$ cat src/rtl/pad_router_pkg.sv
package pad_router_pkg;

  // Bit positions inside a pad control word
  localparam int F_NSEL_HI = 20;
  localparam int F_NSEL_LO = 19;
  localparam int F_PSEL_HI = 18;
  localparam int F_PSEL_LO = 17;
  localparam int F_NDLY    = 14;
  localparam int F_PDLY    = 13;
  localparam int F_OE      = 7;
  localparam int F_NPOL    = 6;
  localparam int F_PPOL    = 5;
  localparam int F_MODE    = 4;

  // Bits that are actually stored
  localparam logic [31:0] CFG_MASK = 32'h001E_60F3;

  typedef enum logic [1:0] {
    SRC_NEAR = 2'b00,
    SRC_ALT  = 2'b01,
    SRC_CLK  = 2'b10,
    SRC_ZERO = 2'b11
  } src_sel_e;

  // Fields that influence the pins (drive strength excluded)
  typedef struct packed {
    src_sel_e nsel;
    src_sel_e psel;
    logic     ndly;
    logic     pdly;
    logic     oe;
    logic     npol;
    logic     ppol;
    logic     single;
  } pin_cfg_t;

endpackage

$ cat src/rtl/pad_rst_sync.sv
module pad_rst_sync (
  input  logic clk,
  input  logic rst_n_in,
  output logic rst_n_out
);

  logic [1:0] sync_q;

  always_ff @(posedge clk or negedge rst_n_in) begin
    if (!rst_n_in) sync_q <= 2'b00;
    else           sync_q <= {sync_q[0], 1'b1};
  end

  assign rst_n_out = sync_q[1];

endmodule

$ cat src/rtl/pad_cfg_regs.sv
module pad_cfg_regs
  import pad_router_pkg::*;
#(
  parameter int NUM_PADS = 4,
  parameter int ADDR_W   = 4
) (
  input  logic                      clk,
  input  logic                      rst_n,
  input  logic                      wr_en,
  input  logic [ADDR_W-1:0]         wr_addr,
  input  logic [31:0]               wr_data,
  input  logic [ADDR_W-1:0]         rd_addr,
  output logic [31:0]               rd_data,
  output pin_cfg_t [NUM_PADS-1:0]   cfg_o
);

  logic [NUM_PADS-1:0][31:0] word_q, word_d;

  // next-state
  always_comb begin
    word_d = word_q;
    for (int k = 0; k < NUM_PADS; k++) begin
      if (wr_addr == ADDR_W'(k)) word_d[k] = wr_data & CFG_MASK;
    end
  end

  // register with explicit write enable
  always_ff @(posedge clk or negedge rst_n) begin
    if (!rst_n)     word_q <= '0;
    else if (wr_en) word_q <= word_d;
  end

  // read port
  always_comb begin
    rd_data = '0;
    for (int k = 0; k < NUM_PADS; k++) begin
      if (rd_addr == ADDR_W'(k)) rd_data = word_q[k];
    end
  end

  // field decode
  for (genvar g = 0; g < NUM_PADS; g++) begin : g_dec
    assign cfg_o[g].nsel   = src_sel_e'(word_q[g][F_NSEL_HI:F_NSEL_LO]);
    assign cfg_o[g].psel   = src_sel_e'(word_q[g][F_PSEL_HI:F_PSEL_LO]);
    assign cfg_o[g].ndly   = word_q[g][F_NDLY];
    assign cfg_o[g].pdly   = word_q[g][F_PDLY];
    assign cfg_o[g].oe     = word_q[g][F_OE];
    assign cfg_o[g].npol   = word_q[g][F_NPOL];
    assign cfg_o[g].ppol   = word_q[g][F_PPOL];
    assign cfg_o[g].single = word_q[g][F_MODE];
  end

endmodule

$ cat src/rtl/pad_lane.sv
module pad_lane
  import pad_router_pkg::*;
#(
  parameter int PAD_IDX = 0,
  parameter int NUM_CH  = 8
) (
  input  logic              clk,
  input  logic              rst_n,
  input  pin_cfg_t          cfg,
  input  logic [NUM_CH-1:0] chan,
  input  logic              clk_pat,
  output logic              p_pin,
  output logic              n_pin,
  output logic              oe
);

  // Indices into the zero-padded vector: entry 0 stands for "below range"
  localparam int DIF_NEAR = PAD_IDX + 1;
  localparam int DIF_ALT  = PAD_IDX;
  localparam int SEP_NEAR = 2 * PAD_IDX + 1;
  localparam int SEP_ALT  = 2 * PAD_IDX;
  localparam int SEN_NEAR = 2 * PAD_IDX + 2;
  localparam int SEN_ALT  = 2 * PAD_IDX + 1;

  logic [NUM_CH:0] ext;
  assign ext = {chan, 1'b0};

  function automatic logic pick(src_sel_e s, logic near, logic alt, logic pat);
    case (s)
      SRC_NEAR: pick = near;
      SRC_ALT:  pick = alt;
      SRC_CLK:  pick = pat;
      default:  pick = 1'b0;
    endcase
  endfunction

  logic p_src, p_nxt, n_nxt;
  logic p_rise_q, n_rise_q, p_fall_q, n_fall_q;
  logic n_single;

  // next-state
  always_comb begin
    if (cfg.single) p_src = pick(cfg.psel, ext[SEP_NEAR], ext[SEP_ALT], clk_pat);
    else            p_src = pick(cfg.psel, ext[DIF_NEAR], ext[DIF_ALT], clk_pat);
    p_nxt = p_src ^ (cfg.single ? cfg.ppol : ~cfg.ppol);
    n_nxt = pick(cfg.nsel, ext[SEN_NEAR], ext[SEN_ALT], clk_pat) ^ cfg.npol;
  end

  // rising-edge capture
  always_ff @(posedge clk or negedge rst_n) begin
    if (!rst_n) begin
      p_rise_q <= 1'b0;
      n_rise_q <= 1'b0;
    end else begin
      p_rise_q <= p_nxt;
      n_rise_q <= n_nxt;
    end
  end

  // half-period retiming on the falling edge
  always_ff @(negedge clk or negedge rst_n) begin
    if (!rst_n) begin
      p_fall_q <= 1'b0;
      n_fall_q <= 1'b0;
    end else begin
      p_fall_q <= p_rise_q;
      n_fall_q <= n_rise_q;
    end
  end

  // pin selection
  always_comb begin
    p_pin    = cfg.pdly ? p_fall_q : p_rise_q;
    n_single = cfg.ndly ? n_fall_q : n_rise_q;
    n_pin    = cfg.single ? n_single : ~p_pin;
    oe       = cfg.oe;
  end

endmodule

$ cat src/rtl/pad_router.sv
module pad_router
  import pad_router_pkg::*;
#(
  parameter int NUM_PADS = 4,
  parameter int ADDR_W   = 4
) (
  input  logic                  clk,
  input  logic                  rst_n,
  input  logic [2*NUM_PADS-1:0] chan_in,
  input  logic                  wr_en,
  input  logic [ADDR_W-1:0]     wr_addr,
  input  logic [31:0]           wr_data,
  input  logic [ADDR_W-1:0]     rd_addr,
  output logic [31:0]           rd_data,
  output logic [NUM_PADS-1:0]   p_out,
  output logic [NUM_PADS-1:0]   n_out,
  output logic [NUM_PADS-1:0]   oe_out
);

  localparam int NUM_CH = 2 * NUM_PADS;

  logic                      rst_int_n;
  pin_cfg_t [NUM_PADS-1:0]   cfg_d;
  logic                      pat_q, pat_d;

  pad_rst_sync u_rst (
    .clk       (clk),
    .rst_n_in  (rst_n),
    .rst_n_out (rst_int_n)
  );

  pad_cfg_regs #(
    .NUM_PADS (NUM_PADS),
    .ADDR_W   (ADDR_W)
  ) u_regs (
    .clk     (clk),
    .rst_n   (rst_int_n),
    .wr_en   (wr_en),
    .wr_addr (wr_addr),
    .wr_data (wr_data),
    .rd_addr (rd_addr),
    .rd_data (rd_data),
    .cfg_o   (cfg_d)
  );

  // forwarded clock pattern: inverts every bit period
  always_comb pat_d = ~pat_q;

  always_ff @(posedge clk or negedge rst_int_n) begin
    if (!rst_int_n) pat_q <= 1'b0;
    else            pat_q <= pat_d;
  end

  for (genvar g = 0; g < NUM_PADS; g++) begin : g_pad
    pad_lane #(
      .PAD_IDX (g),
      .NUM_CH  (NUM_CH)
    ) u_lane (
      .clk     (clk),
      .rst_n   (rst_int_n),
      .cfg     (cfg_d[g]),
      .chan    (chan_in),
      .clk_pat (pat_q),
      .p_pin   (p_out[g]),
      .n_pin   (n_out[g]),
      .oe      (oe_out[g])
    );
  end

endmodule

$ cat config.mk
export PLATFORM = sky130hd
export DESIGN_NAME = pad_router
export DESIGN_NICKNAME = d
export VERILOG_FILES = /design/src/rtl/pad_router_pkg.sv /design/src/rtl/pad_rst_sync.sv /design/src/rtl/pad_cfg_regs.sv /design/src/rtl/pad_lane.sv /design/src/rtl/pad_router.sv
export SDC_FILE = /design/constraint.sdc
export NUM_CORES = 1
export LEC_CHECK = 0
export ABC_AREA = 1
export ABC_CLOCK_PERIOD_IN_PS = 4100
export BUFFER_PORTS_ARGS = -buffer_cell sky130_fd_sc_hd__buf_2
export CORE_ASPECT_RATIO = 0.75
export CORE_MARGIN = 2
export CORE_UTILIZATION = 50
export CTS_CLUSTER_SIZE = 10
export DETAILED_ROUTE_END_ITERATION = 12
export HOLD_SLACK_MARGIN = 0.15
export PLACE_DENSITY_LB_ADDON = 0.15
export SYNTH_ARGS = -nofsm -noshare
export SYNTH_HDL_FRONTEND = slang
export SYNTH_SLANG_ARGS = --single-unit
$ cat constraint.sdc
create_clock -name clk -period 4.1 [get_ports clk]
set_clock_uncertainty 0.1 [all_clocks]
set_input_delay 0.82 -clock clk [delete_from_list [all_inputs] [get_ports clk]]
set_output_delay 0.82 -clock clk [all_outputs]
set_load 0.1 [all_outputs]
==> impl_metrics.toml <==
[finish]
antenna_cells = 0
fin_cells = 574
area_growth_pct = 15.3
drive_gt1_share_pct = 29.0
fin_util_pct = 58.6
final_nets = 519
final_area_mm2 = 0.00426

[timing]
final.setup.worst_slack_ps = -135
finalHoldViolations = 0
whs_ps = 256
worstMarginPinSlew_ps = 653
slew_headroom_pct = 56.4
finalMaxSlewViolations = 0
setup_viol = 8
rsz0062_at_grt = "yes"

[grt]
grt_pass1_wl_mm = 13.4
overflow = 0
track_usage_pct = 22.1
grt_pass1_vias = 2745
antenna_found_initial = 0
grt_max_degree = 46

[floorplanning]
initial_core_util_pct = 50.9
row_count = 27
pin_count = 95
fp.dieW_um = 103
die_area_mm2 = 0.00810
die_h_um = 78.4
design.core.area_mm2 = 0.00726

[detailed_routing]
firstDrtPassIters = 4
vias = 2811
drt-initial-drc-count = 215
wl_per_cell_um = 14.0
vias_per_cell = 4.90
wl_mm = 8.02
drc = 0
antenna_left = 0

[power_and_ir_drop]
p_leak_nw = 2.15
ir_drop_mv = 0.475
powerDensity_mw_per_mm2 = 678

[logic_synthesis]
yosysUniqueCellTypes = 28
yosys.area.top_type = "dfrtp_1"
avgSynthCellArea_um2 = 8.73
synth_area_mm2 = 0.00369
yosys_warnings = 0
ys_seq_elements = 67
synth_top_area_share_pct = 40.0
ys_seq_area_share_pct = 45.4
syn_inst = 423
synthTopCellsByArea = "dfrtp_1, nand2_1, o21ai_2"

[critical_path]
r2r-start = "g_pad[3].u_lane.p_rise_q$_DFF_PN0_"
worstReg2RegEnd = "g_pad[3].u_lane.p_fall_q$_DFF_NN0_"
regToRegSetupSlack_ps = 1370
arrival_ps = 3320
crit_type = "flop to output pin"
required_ps = 3180
ff2ff_path_depth = 0
cp-startpoint = "g_pad[0].u_lane.p_fall_q$_DFF_NN0_"
cp-start-kind = "flop"
crit_fanout = 2
endpoint = "n_out[0]"
worstSetupEndpointType = "output pin"

[hold_path]
hp-class = "flop to flop"
hold_depth = 0

[cts]
clock_latency_ps = 340
clk_path_buf_depth = 2
htreeDepth = 3
clock_sinks = 67
cts-root-buf = "clkbuf_8"
clk_pin_slew_worst_paths_ps = 70
cts_made_buffers = 9
cts_tree = "yes"

[status]
status = "finished with violations"
violations = "setup timing"

[placed_design]
gp_congestion = 0.816
dp_slack_ps = 90.3
placed_area_mm2 = 0.00392
hpwl_mm = 5.66
port-buffer-count = 54
dpl.cell_count = 553

[job]
drv_cap = 0
-- metrics by stage --
stage	setup TNS, ps	total power, mW
3_5_place_dp	0	2.22
5_1_grt	-1240	3.04
4_1_cts	-1040	2.90
3_3_place_gp	0	2.19
2_1_floorplan	0	1.95
6_report	-896	2.89
-- critical path, stage by stage, from the launching register on --
cell and delay (ps):
dfrtn_1 330, mux2_4 280, o22ai_4 130, buf_12 200
-- power by group --
part / switching [mW] / total [mW] / internal (mW)
clock network: 0.252 / 0.568 / 0.316
logic: 0.875 / 1.33 / 0.453
registers: 0.150 / 0.990 / 0.840
-- layout by cell type (no fill, tap or decap), types with 2 or more instances in the layout --
| cell type | netlist | final |
|---|---|---|
| nand3_4 | 4 | 4 |
| o21ai_1 | 12 | 12 |
| o21ai_2 | 36 | 36 |
| nand3_1 | 24 | 24 |
| clkbuf_8 | 0 | 11 |
| nor2_1 | 4 | 4 |
| inv_2 | 4 | 4 |
| dfrtn_1 | 8 | 8 |
| dfrtp_1 | 59 | 58 |
| buf_2 | 3 | 46 |
| buf_4 | 34 | 3 |
| nand4_1 | 14 | 14 |
| mux2_4 | 0 | 4 |
| buf_12 | 0 | 8 |
| xor2_1 | 9 | 9 |
| dlygate4sd3_1 | 0 | 2 |
| inv_1 | 41 | 41 |
| conb_1 | 2 | 21 |
| o21ai_0 | 7 | 7 |
| buf_6 | 10 | 3 |
| o22ai_4 | 0 | 4 |
| nor2_2 | 2 | 2 |
| nand2_1 | 130 | 130 |
| a21oi_1 | 5 | 5 |
-- final cells by class --
type,count,area (µm²)
fillers,655,3000
flip-flops and latches,67,1680
multi-input cells,283,1610
repair buffers,62,467
inverters,45,169
clock buffers,11,151
well taps,101,126
clock inverters,5,60.1
-- logic make-up after synthesis --
| group | synth area share (%) |
|---|---|
| xor gates and xnor gates | 2.13 |
| muxes | 1.22 |
| and+or+nand+nor | 23.7 |
| DFF | 45.4 |
| buffers and inverters | 14.9 |
| AOI/OAI and AO/OA | 12.5 |
| other | 0.203 |
-- Yosys cell counts (all sizes together) --
library cell	instances
nand2	130
dfrtp	59
o21ai	55
buf	47
inv	45
nand3	29
nand4	14
xor2	9
dfrtn	8
nor2	8
a21oi	5
mux2	4
o22ai	4
conb	2
nor3	2
nand3b	1
or2	1
-- worst min path at each step --
stage	start	slack, ps	to
floorplan	u_rst.sync_q[0]$_DFF_PN0_	230	u_rst.sync_q[1]$_DFF_PN0_
global placement	u_rst.sync_q[1]$_DFF_PN0_	140	u_regs.cfg_o[5]$_DFFE_PN0P_
detailed placement	u_rst.sync_q[1]$_DFF_PN0_	140	u_regs.cfg_o[5]$_DFFE_PN0P_
CTS	u_rst.sync_q[0]$_DFF_PN0_	260	u_rst.sync_q[1]$_DFF_PN0_
global route	u_rst.sync_q[0]$_DFF_PN0_	270	u_rst.sync_q[1]$_DFF_PN0_
finish	u_rst.sync_q[0]$_DFF_PN0_	260	u_rst.sync_q[1]$_DFF_PN0_
-- timing repair --
item                                   CTS  global route
gates resized for setup                 12             3
hold buffers                             2             0
setup endpoints to repair                8             8
pin swaps                                0             0
buffers inserted                         3             0
endpoints found under the hold margin   14             0
-- metal layers --
layer	GRT usage [%]	vias up	part of all wire, %
li1	-	1392	-
met1	30.2	1341	46
met2	34.9	70	48
met3	5.52	8	6.0
met4	6.32	0	0.71
met5	0	-	0
-- flip-flops by register name (all words and copies together), names as in the netlist --
| name | count |
|---|---|
| u_regs.word_q | 8 |
| g_pad.u_lane.n_rise_q | 4 |
| u_rst.sync_q | 2 |
| g_pad.u_lane.p_rise_q | 4 |
| g_pad.u_lane.p_fall_q | 4 |
| g_pad.u_lane.n_fall_q | 4 |
| u_regs.cfg_o | 40 |
| pat_q | 1 |
No activity file was read; power rests on OpenSTA's default activity.
